[config.mk]
export PLATFORM = sky130hd
export DESIGN_NAME = evt_boundary_arb
export DESIGN_NICKNAME = d
export VERILOG_FILES = /design/src/rtl/evt_arb_pkg.sv /design/src/rtl/evt_shadow_trk.sv /design/src/rtl/evt_trap_word.sv /design/src/rtl/evt_prio_pick.sv /design/src/rtl/evt_boundary_arb.sv
export SDC_FILE = /design/constraint.sdc
export NUM_CORES = 1
export LEC_CHECK = 0
export ABC_AREA = 1
export BUFFER_PORTS_ARGS = -buffer_cell sky130_fd_sc_hd__buf_2
export CORE_MARGIN = 1.5
export CORE_UTILIZATION = 47
export DETAILED_ROUTE_END_ITERATION = 8
export PLACE_DENSITY_LB_ADDON = 0.15
export REMOVE_ABC_BUFFERS = 1
export SETUP_SLACK_MARGIN = 0.02
export SLEW_MARGIN = 40
export SYNTH_ARGS = -nofsm -noshare
export SYNTH_HDL_FRONTEND = slang
export SYNTH_SLANG_ARGS = --single-unit
[constraint.sdc]
create_clock -name clk -period 2.1 [get_ports clk]
set_input_delay 0.315 -clock clk [delete_from_list [all_inputs] [get_ports clk]]
set_output_delay 0.315 -clock clk [all_outputs]
set_load 0.01 [all_outputs]
[src/rtl/evt_arb_pkg.sv]
package evt_arb_pkg;
  // Grant indices in descending priority.
  localparam int unsigned G_TSW  = 0;
  localparam int unsigned G_SMI  = 1;
  localparam int unsigned G_INIT = 2;
  localparam int unsigned G_DBG  = 3;
  localparam int unsigned G_NMI  = 4;
  localparam int unsigned G_LINT = 5;
  localparam int unsigned G_EXT  = 6;
  localparam int unsigned G_VIRT = 7;
  localparam int unsigned G_DMA  = 8;
  localparam int unsigned NGRP   = 9;

  // Shadow category bits.
  typedef struct packed {
    logic dbg;
    logic intr;
  } shd_cat_t;
endpackage

[src/rtl/evt_shadow_trk.sv]
module evt_shadow_trk (
  input  logic       clk,
  input  logic       rst_n,
  input  logic       bnd_i,
  input  logic       load_i,
  input  logic [1:0] cat_i,
  input  logic       ss_i,
  output logic       int_blk_o,
  output logic       dbg_blk_o
);
  import evt_arb_pkg::*;

  shd_cat_t cat;
  logic     armed;
  logic     ss_prev_q, ss_prev_d;

  always_comb begin
    cat       = shd_cat_t'(cat_i);
    // a stack-segment shadow does not re-arm on top of another one
    armed     = load_i & ~(ss_i & ss_prev_q);
    int_blk_o = armed & cat.intr;
    dbg_blk_o = armed & cat.dbg;
    ss_prev_d = bnd_i ? (armed & ss_i) : ss_prev_q;
  end

  always_ff @(posedge clk or negedge rst_n) begin
    if (!rst_n) ss_prev_q <= 1'b0;
    else        ss_prev_q <= ss_prev_d;
  end
endmodule

[src/rtl/evt_trap_word.sv]
module evt_trap_word #(
  parameter int TRAP_W = 16
) (
  input  logic              clk,
  input  logic              rst_n,
  input  logic              bnd_i,
  input  logic [TRAP_W-1:0] hit_i,
  input  logic              gate_i,
  input  logic              tf_i,
  input  logic              dbg_blk_i,
  input  logic              consume_i,
  input  logic              hold_i,
  output logic [TRAP_W-1:0] eff_o,
  output logic [TRAP_W-1:0] next_o,
  output logic [TRAP_W-1:0] word_o
);
  localparam int SS_BIT = TRAP_W - 2;
  localparam logic [TRAP_W-1:0] SS_MASK = TRAP_W'(1) << SS_BIT;

  logic [TRAP_W-1:0] word_q, word_d, raw, base;

  always_comb begin
    raw   = word_q | hit_i;
    eff_o = gate_i ? raw : (raw & SS_MASK);
    if (consume_i)               base = '0;
    else if (hold_i | dbg_blk_i) base = eff_o;
    else                         base = '0;
    next_o = base | ((tf_i & ~consume_i & ~hold_i) ? SS_MASK : '0);
    word_d = bnd_i ? next_o : word_q;
  end

  always_ff @(posedge clk or negedge rst_n) begin
    if (!rst_n) word_q <= '0;
    else        word_q <= word_d;
  end

  assign word_o = word_q;


  gate_drop_chk: assert property (@(posedge clk) disable iff (!rst_n)
    (bnd_i && !gate_i) |=> ((word_q & ~SS_MASK) == '0));
endmodule

[src/rtl/evt_prio_pick.sv]
module evt_prio_pick #(
  parameter int N = 9
) (
  input  logic [N-1:0] req_i,
  output logic [N-1:0] sel_o
);
  logic [N:0] seen;
  assign seen[0] = 1'b0;

  for (genvar k = 0; k < N; k++) begin : g_chain
    assign sel_o[k]    = req_i[k] & ~seen[k];
    assign seen[k + 1] = seen[k] | req_i[k];
  end
endmodule

[src/rtl/evt_boundary_arb.sv]
module evt_boundary_arb #(
  parameter int TRAP_W  = 16,
  parameter int VEC_W   = 8,
  parameter int NMI_VEC = 2
) (
  input  logic              clk,
  input  logic              rst_n,
  input  logic              bnd_i,
  input  logic              gate_i,
  input  logic              if_i,
  input  logic              tf_i,
  input  logic              smi_pend_i,
  input  logic              smi_mask_i,
  input  logic              init_pend_i,
  input  logic              init_mask_i,
  input  logic              nmi_pend_i,
  input  logic              nmi_mask_i,
  input  logic              lint_pend_i,
  input  logic              ext_pend_i,
  input  logic              virt_pend_i,
  input  logic              dma_req_i,
  input  logic [TRAP_W-1:0] trap_hit_i,
  input  logic              shd_load_i,
  input  logic [1:0]        shd_cat_i,
  input  logic              shd_ss_i,
  output logic [8:0]        gnt_o,
  output logic [VEC_W-1:0]  vec_o,
  output logic              smi_clr_o,
  output logic              nmi_clr_o,
  output logic              nmi_mask_set_o,
  output logic              pend_o,
  output logic [TRAP_W-1:0] trap_word_o
);
  import evt_arb_pkg::*;

  localparam int TS_BIT = TRAP_W - 1;
  localparam int NIB_LO = TRAP_W - 4;
  localparam int NSRC   = 6;

  logic              int_blk, dbg_blk, ext_ok;
  logic [TRAP_W-1:0] eff, nxt_word;
  logic [NGRP-1:0]   req, sel;
  logic [NSRC-1:0]   unm, srv;
  logic              consume, hold, pend_calc;

  logic [NGRP-1:0]   gnt_q, gnt_d;
  logic [VEC_W-1:0]  vec_q, vec_d;
  logic              smi_clr_q, smi_clr_d;
  logic              nmi_clr_q, nmi_clr_d;
  logic              nmi_msk_q, nmi_msk_d;
  logic              pend_q, pend_d;

  evt_shadow_trk i_shadow (
    .clk       (clk),
    .rst_n     (rst_n),
    .bnd_i     (bnd_i),
    .load_i    (shd_load_i),
    .cat_i     (shd_cat_i),
    .ss_i      (shd_ss_i),
    .int_blk_o (int_blk),
    .dbg_blk_o (dbg_blk)
  );

  evt_trap_word #(.TRAP_W(TRAP_W)) i_trap (
    .clk       (clk),
    .rst_n     (rst_n),
    .bnd_i     (bnd_i),
    .hit_i     (trap_hit_i),
    .gate_i    (gate_i),
    .tf_i      (tf_i),
    .dbg_blk_i (dbg_blk),
    .consume_i (consume),
    .hold_i    (hold),
    .eff_o     (eff),
    .next_o    (nxt_word),
    .word_o    (trap_word_o)
  );

  // candidate groups
  always_comb begin
    ext_ok       = gate_i & ~int_blk;
    req          = '0;
    req[G_TSW]   = eff[TS_BIT];
    req[G_SMI]   = gate_i & smi_pend_i & ~smi_mask_i;
    req[G_INIT]  = gate_i & init_pend_i & ~init_mask_i;
    req[G_DBG]   = ~dbg_blk & (|eff[TS_BIT-1:NIB_LO]);
    req[G_NMI]   = ext_ok & nmi_pend_i & ~nmi_mask_i;
    req[G_LINT]  = ext_ok & if_i & lint_pend_i;
    req[G_EXT]   = ext_ok & if_i & ext_pend_i;
    req[G_VIRT]  = ext_ok & virt_pend_i;
    req[G_DMA]   = ext_ok & dma_req_i;
  end

  evt_prio_pick #(.N(NGRP)) i_pick (
    .req_i (req),
    .sel_o (sel)
  );

  // summary of what remains after this boundary
  always_comb begin
    consume   = sel[G_TSW] | sel[G_DBG];
    hold      = sel[G_SMI] | sel[G_INIT];
    unm       = {virt_pend_i, if_i & ext_pend_i, if_i & lint_pend_i,
                 nmi_pend_i & ~nmi_mask_i, init_pend_i & ~init_mask_i,
                 smi_pend_i & ~smi_mask_i};
    srv       = {sel[G_VIRT], sel[G_EXT], sel[G_LINT],
                 sel[G_NMI], sel[G_INIT], sel[G_SMI]};
    pend_calc = (|nxt_word) | dma_req_i | (gate_i & (|(unm & ~srv)));
  end

  // next-state
  always_comb begin
    gnt_d     = '0;
    vec_d     = '0;
    smi_clr_d = 1'b0;
    nmi_clr_d = 1'b0;
    nmi_msk_d = 1'b0;
    pend_d    = pend_q;
    if (bnd_i) begin
      gnt_d     = sel;
      vec_d     = sel[G_NMI] ? VEC_W'(NMI_VEC) : '0;
      smi_clr_d = sel[G_SMI];
      nmi_clr_d = sel[G_NMI];
      nmi_msk_d = sel[G_NMI];
      pend_d    = pend_calc;
    end
  end

  always_ff @(posedge clk or negedge rst_n) begin
    if (!rst_n) begin
      gnt_q     <= '0;
      vec_q     <= '0;
      smi_clr_q <= 1'b0;
      nmi_clr_q <= 1'b0;
      nmi_msk_q <= 1'b0;
      pend_q    <= 1'b0;
    end else begin
      gnt_q     <= gnt_d;
      vec_q     <= vec_d;
      smi_clr_q <= smi_clr_d;
      nmi_clr_q <= nmi_clr_d;
      nmi_msk_q <= nmi_msk_d;
      pend_q    <= pend_d;
    end
  end

  assign gnt_o          = gnt_q;
  assign vec_o          = vec_q;
  assign smi_clr_o      = smi_clr_q;
  assign nmi_clr_o      = nmi_clr_q;
  assign nmi_mask_set_o = nmi_msk_q;
  assign pend_o         = pend_q;


  gnt_onehot_chk: assert property (@(posedge clk) disable iff (!rst_n)
    $onehot0(gnt_q));


  gnt_needs_bnd_chk: assert property (@(posedge clk) disable iff (!rst_n)
    !bnd_i |=> (gnt_q == '0) && !nmi_clr_q && !smi_clr_q);


  gate_smi_init_chk: assert property (@(posedge clk) disable iff (!rst_n)
    (bnd_i && !gate_i) |=> !gnt_q[G_SMI] && !gnt_q[G_INIT]);


  nmi_masked_chk: assert property (@(posedge clk) disable iff (!rst_n)
    (bnd_i && nmi_mask_i) |=> !gnt_q[G_NMI]);


  shadow_block_chk: assert property (@(posedge clk) disable iff (!rst_n)
    (bnd_i && int_blk) |=> (gnt_q[G_DMA:G_NMI] == '0));
endmodule

======== Word-level counts from Yosys, hierarchy flattened ========
Index checks and enable logic that the tools add are counted.
word-level totals
  bits of input ports ..................... 36
  output and inout port bits .............. 37
  bits in registers ....................... 37
  word-level logic and storage cells ...... 85
operators by class
  bitwise gates (word level) .............. 66
  reduce and logical (&&, ||, !) cells .... 3
  multiplexer cells ....................... 9
operators by type and width
  kind                 count
  2-to-1 mux 16 bit    3
  bitwise AND 1 bit    34
  OR 16 bit            2
  NOT 1 bit            16
  OR reduction 16 bit  1
  2-to-1 mux 15 bit    1
  OR 1 bit             12
  2-to-1 mux 9 bit     1
  bitwise AND 6 bit    1
  NOT 6 bit            1
  OR reduction 6 bit   1
  2-to-1 mux 2 bit     2
  OR reduction 3 bit   1
  2-to-1 mux 1 bit     2

======== Depth between registers and ports, before layout ========
Gate-level depths: netlist (run 1).
  word-level depth ........................ 18
  mapped depth ............................ 14
  mapped depth without buffers ............ 14

======== Cells and area by module ========
From an unflattened synthesis (run 1), not the netlist that was laid out.
unflattened totals
  cells, all modules ...................... 256
  area total of the unflattened synthesis .. 1805.5 sq um
by module, submodules not included
  module            cells each  instances  area an instance (sq um)  seq. area each (sq um)
  evt_trap_word     127         1          982.2                     400.4
  evt_boundary_arb  97          1          648.1                     250.2
  evt_prio_pick     21          1          107.6                     0.0
  evt_shadow_trk    11          1          67.6                      25.0

======== Worst setup path after synthesis (run 1) ========
Ideal clock, no wire load.
  path type ............................... register to register
  from .................................... register i_trap.word_q[15] (netlist: i_trap.word_o[15])
  to ...................................... register pend_q (netlist: pend_o)
  cell stages (with the launch flop) ...... 13
  data arrival time ....................... 1.520 ns
  path slack .............................. 0.463 ns
  buffers on the path ..................... 0
  required time ........................... 1.984 ns
  setup time .............................. 0.116 ns
  period minus slack after synthesis ...... 1.637 ns
  cells stage by stage .................... dfrtp_1 -> o21ai_4 -> nand2_2 -> nor2_4 -> nand3_2 -> nand2_4 -> a21oi_1 -> nor2_1 -> nand2_1 -> nor2_1 -> nand2_1 -> nand2_1 -> nand2_1
on the way
  cells in the longest elaborated chain, start to end .. 15
  elaborated cells between the ends (all ways) .. 40
  classes of those cells .................. 4 x mux; 34 x bitwise; 2 x reduce/logical
RTL lines
  item                                                              RTL line                                      text
  start: declaration                                                evt_trap_word.sv:20                           logic [TRAP_W-1:0] word_q, word_d, raw, base;
  start signal: assignment                                          evt_trap_word.sv:34                           else word_q <= word_d;
  OR 16 bit *                                                       evt_trap_word.sv:23                           raw = word_q | hit_i;
  2-to-1 mux 16 bit *                                               evt_trap_word.sv:24                           eff_o = gate_i ? raw : (raw & SS_MASK);
  OR 1 bit (2 in series)                                            evt_prio_pick.sv:12                           assign seen[k + 1] = seen[k] | req_i[k];
  NOT 1 bit / OR 1 bit (equally long branches)                      evt_prio_pick.sv:11, evt_prio_pick.sv:12
  bitwise AND 1 bit / OR 1 bit (equally long branches)              evt_prio_pick.sv:11, evt_prio_pick.sv:12
  OR 1 bit, on equally long branches                                evt_boundary_arb.sv:101, evt_prio_pick.sv:12
  NOT 1 bit / OR 1 bit (equally long branches)                      evt_trap_word.sv:28, evt_prio_pick.sv:12
  bitwise AND 1 bit / NOT 1 bit (equally long branches)             evt_trap_word.sv:28, evt_prio_pick.sv:11
  bitwise AND 1 bit, on equally long branches                       evt_trap_word.sv:28, evt_prio_pick.sv:11
  2-to-1 mux 15 bit / NOT 6 bit (equally long branches)             evt_trap_word.sv:28, evt_boundary_arb.sv:108
  OR 16 bit / bitwise AND 6 bit (equally long branches)             evt_trap_word.sv:28, evt_boundary_arb.sv:108
  OR reduction 16 bit / OR reduction 6 bit (equally long branches)  evt_boundary_arb.sv:108                       pend_calc = (|nxt_word) | dma_req_i | (gate_i & (|(unm & ~srv)));
  OR 1 bit / bitwise AND 1 bit (equally long branches)              evt_boundary_arb.sv:108
  OR 1 bit *                                                        evt_boundary_arb.sv:108
  end signal: assignment                                            evt_boundary_arb.sv:143                       pend_q <= pend_d;
  end: declaration                                                  evt_boundary_arb.sv:51                        logic pend_q, pend_d;
Every way passes the cells marked *; elsewhere a longest branch is shown, timed or not.
A chain may end at the register's enable or synchronous reset.

======== Final worst setup path (run 1) ========
Same ends and word-level chain as after synthesis.

==> results of run 1 <==
## timing repair
item | 4_1_cts | 5_1_grt
setup endpoints to repair | 0 | 0
hold endpoints to repair | 27 | 0
hold buffers | 1 | 0
setup buffers | 0 | 0
## routing by layer
metal	wire length, um	track usage	part of all wire	vias to the layer above
met3	151	0.01863	0.043	6
met4	55	0.05775	0.016	0
met5	0	0	0	-
li1	-	-	-	806
met1	1687	0.2662	0.48	732
met2	1638	0.3199	0.46	43
## kinds of logic after synthesis
logic type             synth area share
and+or+nand+nor                  0.3512
AOI/OAI and AO/OA                0.1171
DFF                              0.4132
other                          0.002293
buffers and inverters            0.1163
## state kept, by name (all words and copies together), names as in the netlist
register            count
i_trap.word_o          16
pend_o                  1
i_shadow.ss_prev_q      1
gnt_o                   9
## how the worst max path moves through the flow
stage / slack [ns] / cells past startpoint / endpoint
2_1_floorplan: 0.40 / 12 / pend_o
3_3_place_gp: 0.21 / 14 / pend_o
3_5_place_dp: 0.19 / 14 / pend_o
4_1_cts: 0.27 / 12 / pend_o
5_1_grt: 0.06 / 12 / pend_o
6_report: 0.29 / 12 / pend_o
## critical path: cells and delay by family (launching register included)
family / cells / cell delay, ns
compound gates: 2 / 0.33
flops: 1 / 0.45
simple gates: 10 / 0.96
## power breakdown
group          total (mW)  switching, mW  internal (mW)
clock               0.229          0.157         0.0716
combinational       0.259          0.166         0.0928
sequential          0.558         0.0149          0.543
total                1.05          0.338          0.707
## cell usage in the layout (no fill, tap or decap)
cell / netlist / routed
nand2_2: 7 / 7
clkbuf_4: 0 / 3
o31ai_1: 11 / 11
o21ai_0: 3 / 3
nor2_1: 45 / 45
o21ai_1: 3 / 3
conb_1: 1 / 7
buf_2: 2 / 65
o21ai_4: 1 / 1
dlygate4sd3_1: 0 / 1
clkinv_1: 1 / 1
nor2_4: 1 / 1
nor4_1: 2 / 2
a31oi_1: 2 / 2
o211ai_1: 1 / 1
nor2_2: 2 / 2
buf_4: 11 / 1
clkinv_2: 0 / 1
nand3_2: 4 / 4
nand2_4: 1 / 1
inv_1: 13 / 13
nand2_1: 47 / 47
nand4_1: 4 / 4
o21bai_1: 1 / 1
a21oi_1: 7 / 7
nand3_1: 11 / 11
dfrtp_1: 27 / 27
nand3_4: 1 / 1
## final cells by class
type | count | area share
clock inverter | 1 | 0.002569
clock buffer | 3 | 0.01156
sequential | 27 | 0.3468
multi-input combinational | 161 | 0.4066
inverter | 14 | 0.02697
timing repair buffer | 67 | 0.1760
tap | 46 | 0.02954
==> impl_metrics.yaml, run 1 <==
synthesis:
  synth_top_area_frac: 0.4132
  synth.area.top_cells: "dfrtp_1, nand2_1, nor2_1"
  synth_common_cells: "nand2_1, nor2_1, dfrtp_1"
  avgSynthCellArea_um2: 7.606
  ys_warn_count: 0
  synth-seq-cells: 27
  async_reset_ff_frac: 1.000
  ys_seq_area_frac: 0.4132
  synth-main-ff-cell: "dfrtp_1"
  synth_most_common_cell: "nand2_1"
  synth_top_cell_by_area: "dfrtp_1"
  ys_types: 27
  syn_inst: 215
  synth_area_um2: 1635
  synth_edf_count: 0
place:
  hpwl_um: 2699
  place_area_um2: 1911
  post-place-cells: 314
  pre_cts_ws_ns: 0.1907
  port_buffers: 65
  gp_congestion: 0.8506
route:
  wl_per_cell_um: 11.07
  via_per_inst: 4.975
  drtIter0Drc: 79
  dr.pass1.iters: 4
  routed_wl_um: 3532
  dr_total_vias: 1587
  ant_nets: 0
  drcViolationCount: 0
worst_setup_path:
  cpPeakStageDelay_ns: 0.45
  r2r-end: "pend_o"
  worstPathRequired_ns: 2.35
  critPathKind: "reg -> reg"
  cp_cell_sequence: "o21ai_4 -> nand2_2 -> nor2_4 -> nand3_2 -> nand2_4 -> a21oi_1 -> nor2_1 -> nand2_1 -> nor2_1 -> nand2_1 -> nand2_1 -> nand2_1"
  cp_common_cell: "nand2_1"
  critPathMaxFanout: 18
  critPathLaunch: "i_trap.word_o[15]"
  reg2reg_from: "i_trap.word_o[15]"
  critical-path-slowest-cell: "dfrtp_1"
  worst_ep_arrival_time_ns: 2.06
  r2r_setup_slack_ns: 0.29
  critPathLaunchType: "register"
  critical_path.endpoint_type: "register"
  reg2regPathDepth: 12
power_and_ir_drop:
  ir_drop_v: 0.0003212
  power.density_nw_per_um2: 536.5
  power_leakage_nw: 1.087
  power_mw: 1.045
timing:
  grt_setup_unrepaired: "no"
  finalHoldViolCount: 0
  setup_viol: 0
  slew_headroom: 0.6018
  tns_ns: 0
  min_period_ns: 1.808
  final.setup.worst_slack_ns: 0.2918
  fin_skew_ns: 0.01363
  worst_pin_slew_ns: 0.5973
  timing.hold.ws_ns: 0.1470
  report.final.slew_viol_count: 0
  fmax_mhz: 553.0
  final.period_utilization: 0.8610
grt:
  overflow: 0
  antenna_found_initial: 0
  grt_pass1_wl_um: 5568
  grt_pass1_vias: 1319
  grt_max_degree: 28
  grt_use_total: 0.1928
status:
  status: "completed"
cells_and_area:
  fin_util: 0.5838
  fin_cells: 319
  postLayoutCellArea_um2: 1948
  fillCellCount: 350
  antenna-diode-count: 0
  fin_nets: 310
  regArea_um2: 675.6
  drive_above_1_share: 0.3187
  synthToLayoutAreaGrowth_pct: 19.13
  multi_input_area_um2: 792.0
clock_network:
  cts_buffer_depth: 2
  cts.root.buffer_cell: "clkbuf_4"
  path_clk_slew_ns: 0.15
  numClockSinks: 27
  post_cts_resized: 0
  cts_tree: "done"
  clk_latency_ns: 0.33
  cts_buffers: 3
  cts_htree_levels: 1
job:
  drv_cap: 0
floorplanning:
  rows: 21
  ios: 73
  die_w_um: 61.99
  die_h_um: 61.99
  core_um2: 3337
  dieArea_um2: 3842
  start_util: 0.4901
worst_hold_path:
  hold_class: "in -> reg"
  hold_depth: 2
  holdPathEnd: "gnt_o[8]"
  hp-start: "virt_pend_i"
No activity file was read; power rests on OpenSTA's default activity.
==> run 2: changes to the inputs <==
- BUFFER_PORTS_ARGS: -buffer_cell sky130_fd_sc_hd__buf_2 -> unset
- CAP_MARGIN: unset -> 40
- CORE_UTILIZATION: 47 -> 50
- DONT_BUFFER_PORTS: unset -> 1
==> run 2 against run 1 <==
Effect of this change: sequential share of layout area rose by 6.5 points; wire length is 1.1% lower; design area shrank 16%; utilization decreased by 5.1 points; setup slack lost 0.083 ns; combinational power decreased by 27%; sequential power rose by 3%; maximum frequency shrank 4.4%.
==> impl_metrics.yaml, run 2 (synthesized netlist as in run 1, its figures left out) <==
cells_and_area:
  drive_above_1_share: 0.1053
  largest_reg_flops: 16
  final_cell_mix: "nand2_1, nor2_1, dfrtp_1, inv_1"
  synthToLayoutAreaGrowth_pct: 0.2294
  layout_commonest_cell: "nand2_1"
  antenna-diode-count: 0
  fin_nets: 246
  regArea_um2: 675.6
  fillCellCount: 311
  multi_input_area_um2: 792.0
grt:
  antenna_found_initial: 0
  grt_use_total: 0.2019
  grt_pass1_vias: 1238
  overflow: 0
  grt_max_degree: 28
  grt_pass1_wl_um: 5492
worst_setup_path:
  critical_path.endpoint_type: "register"
  reg2reg_from: "i_trap.word_o[15]"
  reg2regPathDepth: 12
  r2r_setup_slack_ns: 0.21
  critPathMaxFanout: 18
  endpoint: "pend_o"
  worst_ep_arrival_time_ns: 2.13
  critPathKind: "reg -> reg"
  r2r-end: "pend_o"
  critPathLaunch: "i_trap.word_o[15]"
  worstPathRequired_ns: 2.34
  critPathLaunchType: "register"
clock_network:
  cts_buffer_depth: 2
  cts_tree: "done"
  path_clk_slew_ns: 0.14
  clk_latency_ns: 0.33
  numClockSinks: 27
  cts_buffers: 3
  cts.root.buffer_cell: "clkbuf_4"
  post_cts_resized: 0
  cts_htree_levels: 1
timing:
  report.final.slew_viol_count: 0
  grt_setup_unrepaired: "no"
  setup_viol: 0
  tns_ns: 0
  fmax_mhz: 528.7
  final.period_utilization: 0.9008
  fin_skew_ns: 0.004443
  min_period_ns: 1.892
  finalHoldViolCount: 0
place:
  hpwl_um: 2585
  gp_congestion: 0.8096
  port_buffers: 0
route:
  wl_per_cell_um: 13.80
  drtIter0Drc: 41
  ant_nets: 0
  routed_wl_um: 3492
  via_per_inst: 5.332
  dr.pass1.iters: 4
  dr_total_vias: 1349
  drcViolationCount: 0
power_and_ir_drop:
  power_leakage_nw: 0.7947
  power.density_nw_per_um2: 604.2
  ir_drop_v: 0.0002589
  power_uw: 990.3
floorplanning:
  rows: 20
  core_um2: 3078
  dieArea_um2: 3623
  ios: 73
  start_util: 0.5313
  die_h_um: 60.19
  die_w_um: 60.19
job:
  drv_cap: 0
status:
  status: "completed"
worst_hold_path:
  hold_class: "in -> reg"
-- run 2: worst min-delay path by stage --
stage	startpoint	endpoint	slack, ns	depth (start not counted)
6_report	bnd_i	i_trap.word_o[15]	0.03	1
5_1_grt	bnd_i	i_trap.word_o[15]	0.008	1
4_1_cts	virt_pend_i	gnt_o[8]	0.03	1
3_5_place_dp	rst_n	gnt_o[3]	0.02	0
3_3_place_gp	rst_n	gnt_o[2]	0.02	0
2_1_floorplan	rst_n	gnt_o[0]	0.02	0
-- run 2: final cells by class --
class,count,share of cell area
well taps,44,0.03359
clock buffers,4,0.01603
flip-flops and latches,27,0.4122
inverters,14,0.03206
repair buffers,3,0.02290
multi-input cells,161,0.4832
-- run 2: repair_timing --
action	CTS	global route
endpoints found under the hold margin	27	0
hold buffers	2	0
buffers inserted	0	0
-- run 2: power breakdown --
group          total (mW)  switching, mW  leakage [nW]  internal, mW
sequential          0.573         0.0302         0.368         0.543
combinational       0.190          0.130         0.412        0.0601
clock               0.228          0.153        0.0150        0.0745
total               0.990          0.313         0.795         0.677
-- run 2: per-stage QoR --
| stage | worst slack (ns) | cell area, um^2 | hold WS (ns) | cells | utilization |
|---|---|---|---|---|---|
| 2_1_floorplan | 0.3962 | 1520 | 0.01941 | 202 | - |
| 3_3_place_gp | 0.2869 | 1583 | 0.02004 | 247 | 0.5142 |
| 3_5_place_dp | 0.2137 | 1583 | 0.02014 | 247 | 0.5142 |
| 4_1_cts | 0.2072 | 1639 | 0.02814 | 253 | 0.5325 |
| 5_1_grt | 0.02013 | 1639 | 0.007892 | 253 | 0.5325 |
| 6_report | 0.2084 | 1639 | 0.03020 | 253 | 0.5325 |
-- run 2: per-layer routing --
layer / vias up / GRT usage / wire [um]
met5: - / 0 / 0
met4: 0 / 0.06349 / 40
met3: 5 / 0.06061 / 292
met2: 52 / 0.3245 / 1601
met1: 621 / 0.2595 / 1557
li1: 671 / - / -
-- run 2: critical path: stages, from the launching register on --
cell and delay [ns]:
dfrtp_1 0.49, o21ai_4 0.29, nand2_2 0.10, nor2_4 0.14, nand3_2 0.12, nand2_4 0.20, a21oi_1 0.07, nor2_1 0.11
nand2_1 0.05, nor2_1 0.09, nand2_1 0.05, nand2_1 0.05, nand2_1 0.04
==> run 3: changes to the inputs <==
- ABC_AREA: 1 -> unset
- CTS_BUF_LIST: unset -> sky130_fd_sc_hd__clkbuf_8
- GPL_ROUTABILITY_DRIVEN: unset -> 1
==> run 3 against run 2 <==
Effect of this change: count of clock-buffer cells in the layout is 1 lower; sequential share of layout area is 5.7 points higher; area after synthesis is 14% lower; final cell count is 31% lower; die area is 13% lower; global-route usage hardly changed; critical path type unchanged; highest routed layer unchanged.
==> impl_metrics.yaml, run 3 <==
route:
  via_per_inst: 6.331
  drtIter0Drc: 67
  dr_total_vias: 1108
  drcViolationCount: 0
  dr.pass1.iters: 4
  ant_nets: 0
  wl_per_cell_um: 17.14
  routed_wl_um: 2999
timing:
  timing.hold.ws_ns: 0.1074
  report.final.slew_viol_count: 0
  setup_viol: 0
  grt_setup_unrepaired: "no"
  min_period_ns: 1.771
  final.setup.worst_slack_ns: 0.3293
  tns_ns: 0
  final.period_utilization: 0.8432
  finalHoldViolCount: 0
  fin_skew_ns: 0.001050
  fmax_mhz: 564.7
place:
  hpwl_um: 2269
  pre_cts_ws_ns: 0.3485
  port_buffers: 0
  gp_congestion: 0.8632
worst_setup_path:
  critPathLaunchType: "register"
  worstPathRequired_ns: 2.24
  cp_common_cell: "a41oi_2"
  cp_cell_sequence: "or2_1 -> nor4_1 -> nand3_2 -> a41oi_2 -> a41oi_2"
  critical-path-slowest-cell: "dfrtp_1"
  critical_path.endpoint_type: "register"
  cpPeakStageDelay_ns: 0.44
  worst_ep_arrival_time_ns: 1.91
  critPathMaxFanout: 5
  critPathKind: "reg -> reg"
synthesis:
  ys_seq_area_frac: 0.4809
  ys_warn_count: 0
  synth_top_area_frac: 0.4809
  synth_area_um2: 1405
  syn_inst: 146
  ys_types: 43
  synth-main-ff-cell: "dfrtp_1"
  synth_edf_count: 0
  async_reset_ff_frac: 1.000
  synth-seq-cells: 27
  synth_common_cells: "dfrtp_1, nor2_1, a21oi_1"
  synth_top_cell_by_area: "dfrtp_1"
  synth_most_common_cell: "dfrtp_1"
  avgSynthCellArea_um2: 9.624
  synth.area.top_cells: "dfrtp_1, a21oi_1, buf_4"
clock_network:
  path_clk_slew_ns: 0.08
  clk_latency_ns: 0.26
  cts_htree_levels: 1
  cts.root.buffer_cell: "clkbuf_8"
  cts_buffer_depth: 2
  cts_setup_buffers: 0
  cts_buffers: 3
  cts_tree: "done"
  numClockSinks: 27
cells_and_area:
  fillCellCount: 257
  largest_reg_flops: 16
  drive_above_1_share: 0.1181
  final_cell_mix: "dfrtp_1, nor2_1, a21oi_1, nor4_1, nand2_1"
  antenna-diode-count: 0
  layout_commonest_cell: "dfrtp_1"
  fin_nets: 181
  synthToLayoutAreaGrowth_pct: 2.582
power_and_ir_drop:
  seq_power_share: 0.591
  p_sw_uw: 273.5
  power_leakage_nw: 0.6210
  pwr-share-comb: 0.136
  ir_drop_v: 0.0004886
  power_mw: 1.014
  power_switching_share: 0.2696
  intPower_uw: 740.9
  power.density_nw_per_um2: 703.8
  pwr-share-clk: 0.273
grt:
  overflow: 0
  antenna_found_initial: 0
  grt_pass1_wl_um: 4899
  grt_max_degree: 28
  grt_pass1_vias: 1110
  grt_use_total: 0.2019
floorplanning:
  dieArea_um2: 3137
  rows: 19
  start_util: 0.5185
  ios: 73
  die_w_um: 56.01
  core_um2: 2710
  die_h_um: 56.01
worst_hold_path:
  hold_class: "in -> reg"
status:
  status: "completed"
job:
  drv_cap: 0
run 3: cell types whose count changed in the layout (fill, tap and decap cells not counted), sizes merged, moves of 3 or more:
cell,previous run,this run
or2,0,3
nor2,48,20
o31ai,11,0
nor3,0,4
a21oi,7,17
nand2,55,8
nor4,2,10
nor2b,0,4
nand3,16,5
inv,13,2
run 3: layout make-up:
type / instances / area, um^2 / area share
clock buffer: 3 / 41.29 / 0.02865
clock inverter: 1 / 3.754 / 0.002604
inverter: 2 / 7.507 / 0.005208
multi-input combinational: 108 / 636.9 / 0.4418
sequential: 27 / 675.6 / 0.4688
tap: 31 / 38.79 / 0.02691
timing repair buffer: 3 / 37.54 / 0.02604
run 3: path summary, 6_finish.rpt:
| kind | startpoint | to | slack [ns] | cells past startpoint |
|---|---|---|---|---|
| min reg2reg | i_shadow.ss_prev_q | i_shadow.ss_prev_q | 0.49 | 1 |
| max in group asynchronous | rst_n | i_trap.word_o[7] | 1.47 | 2 |
| max reg2reg | i_trap.word_o[15] | pend_o | 0.33 | 5 |
| min | bnd_i | i_trap.word_o[15] | 0.11 | 1 |
| max | i_trap.word_o[15] | pend_o | 0.33 | 5 |
| min in group asynchronous | rst_n | gnt_o[2] | 0.47 | 2 |
run 3: critical path: cells and delay by family, from the launching register on:
family           cells  cell delay, ns
AO/OA/AOI/OAI        2            0.37
flip-flops           1            0.44
AND/OR/NAND/NOR      3            0.83
run 3: metal layers:
| metal | vias up | global-route usage | wire length [um] | share of wire |
|---|---|---|---|---|
| li1 | 505 | - | - | - |
| met1 | 539 | 0.2148 | 1102 | 0.37 |
| met2 | 59 | 0.3748 | 1614 | 0.54 |
| met3 | 5 | 0.05814 | 241 | 0.080 |
| met4 | 0 | 0.07143 | 40 | 0.013 |
| met5 | - | 0 | 0 | 0 |
run 3: what timing repair did:
action | CTS | global route
hold buffers | 2 | 0
gates resized for setup | 0 | 0
endpoints found under the hold margin | 27 | 0
run 3: kinds of logic (layout without fill, tap and decap cells):
logic type	Yosys count	in the layout	share of synthesized area
buffers and inverters	17	9	0.08192
and+or+nand+nor	63	63	0.2387
other	1	7	0.002669
DFF	27	27	0.4809
AOI/OAI and AO/OA	37	37	0.1888
muxes	1	1	0.007124
run 3: per-stage QoR:
step	utilization	cells	area, um^2
4_1_cts	0.5319	175	1441
3_3_place_gp	0.5042	169	1366
3_5_place_dp	0.5042	169	1366
5_1_grt	0.5319	175	1441
6_report	0.5319	175	1441
2_1_floorplan	-	137	1320
run 3: power by group through the flow:
stage	sequential [mW]	combinational, mW	clock, mW
after detailed placement	0.609	0.122	0
after CTS	0.599	0.139	0.290
after global placement	0.609	0.117	0
after floorplan	0.602	0.100	0
after global routing	0.604	0.158	0.309
final	0.599	0.138	0.277
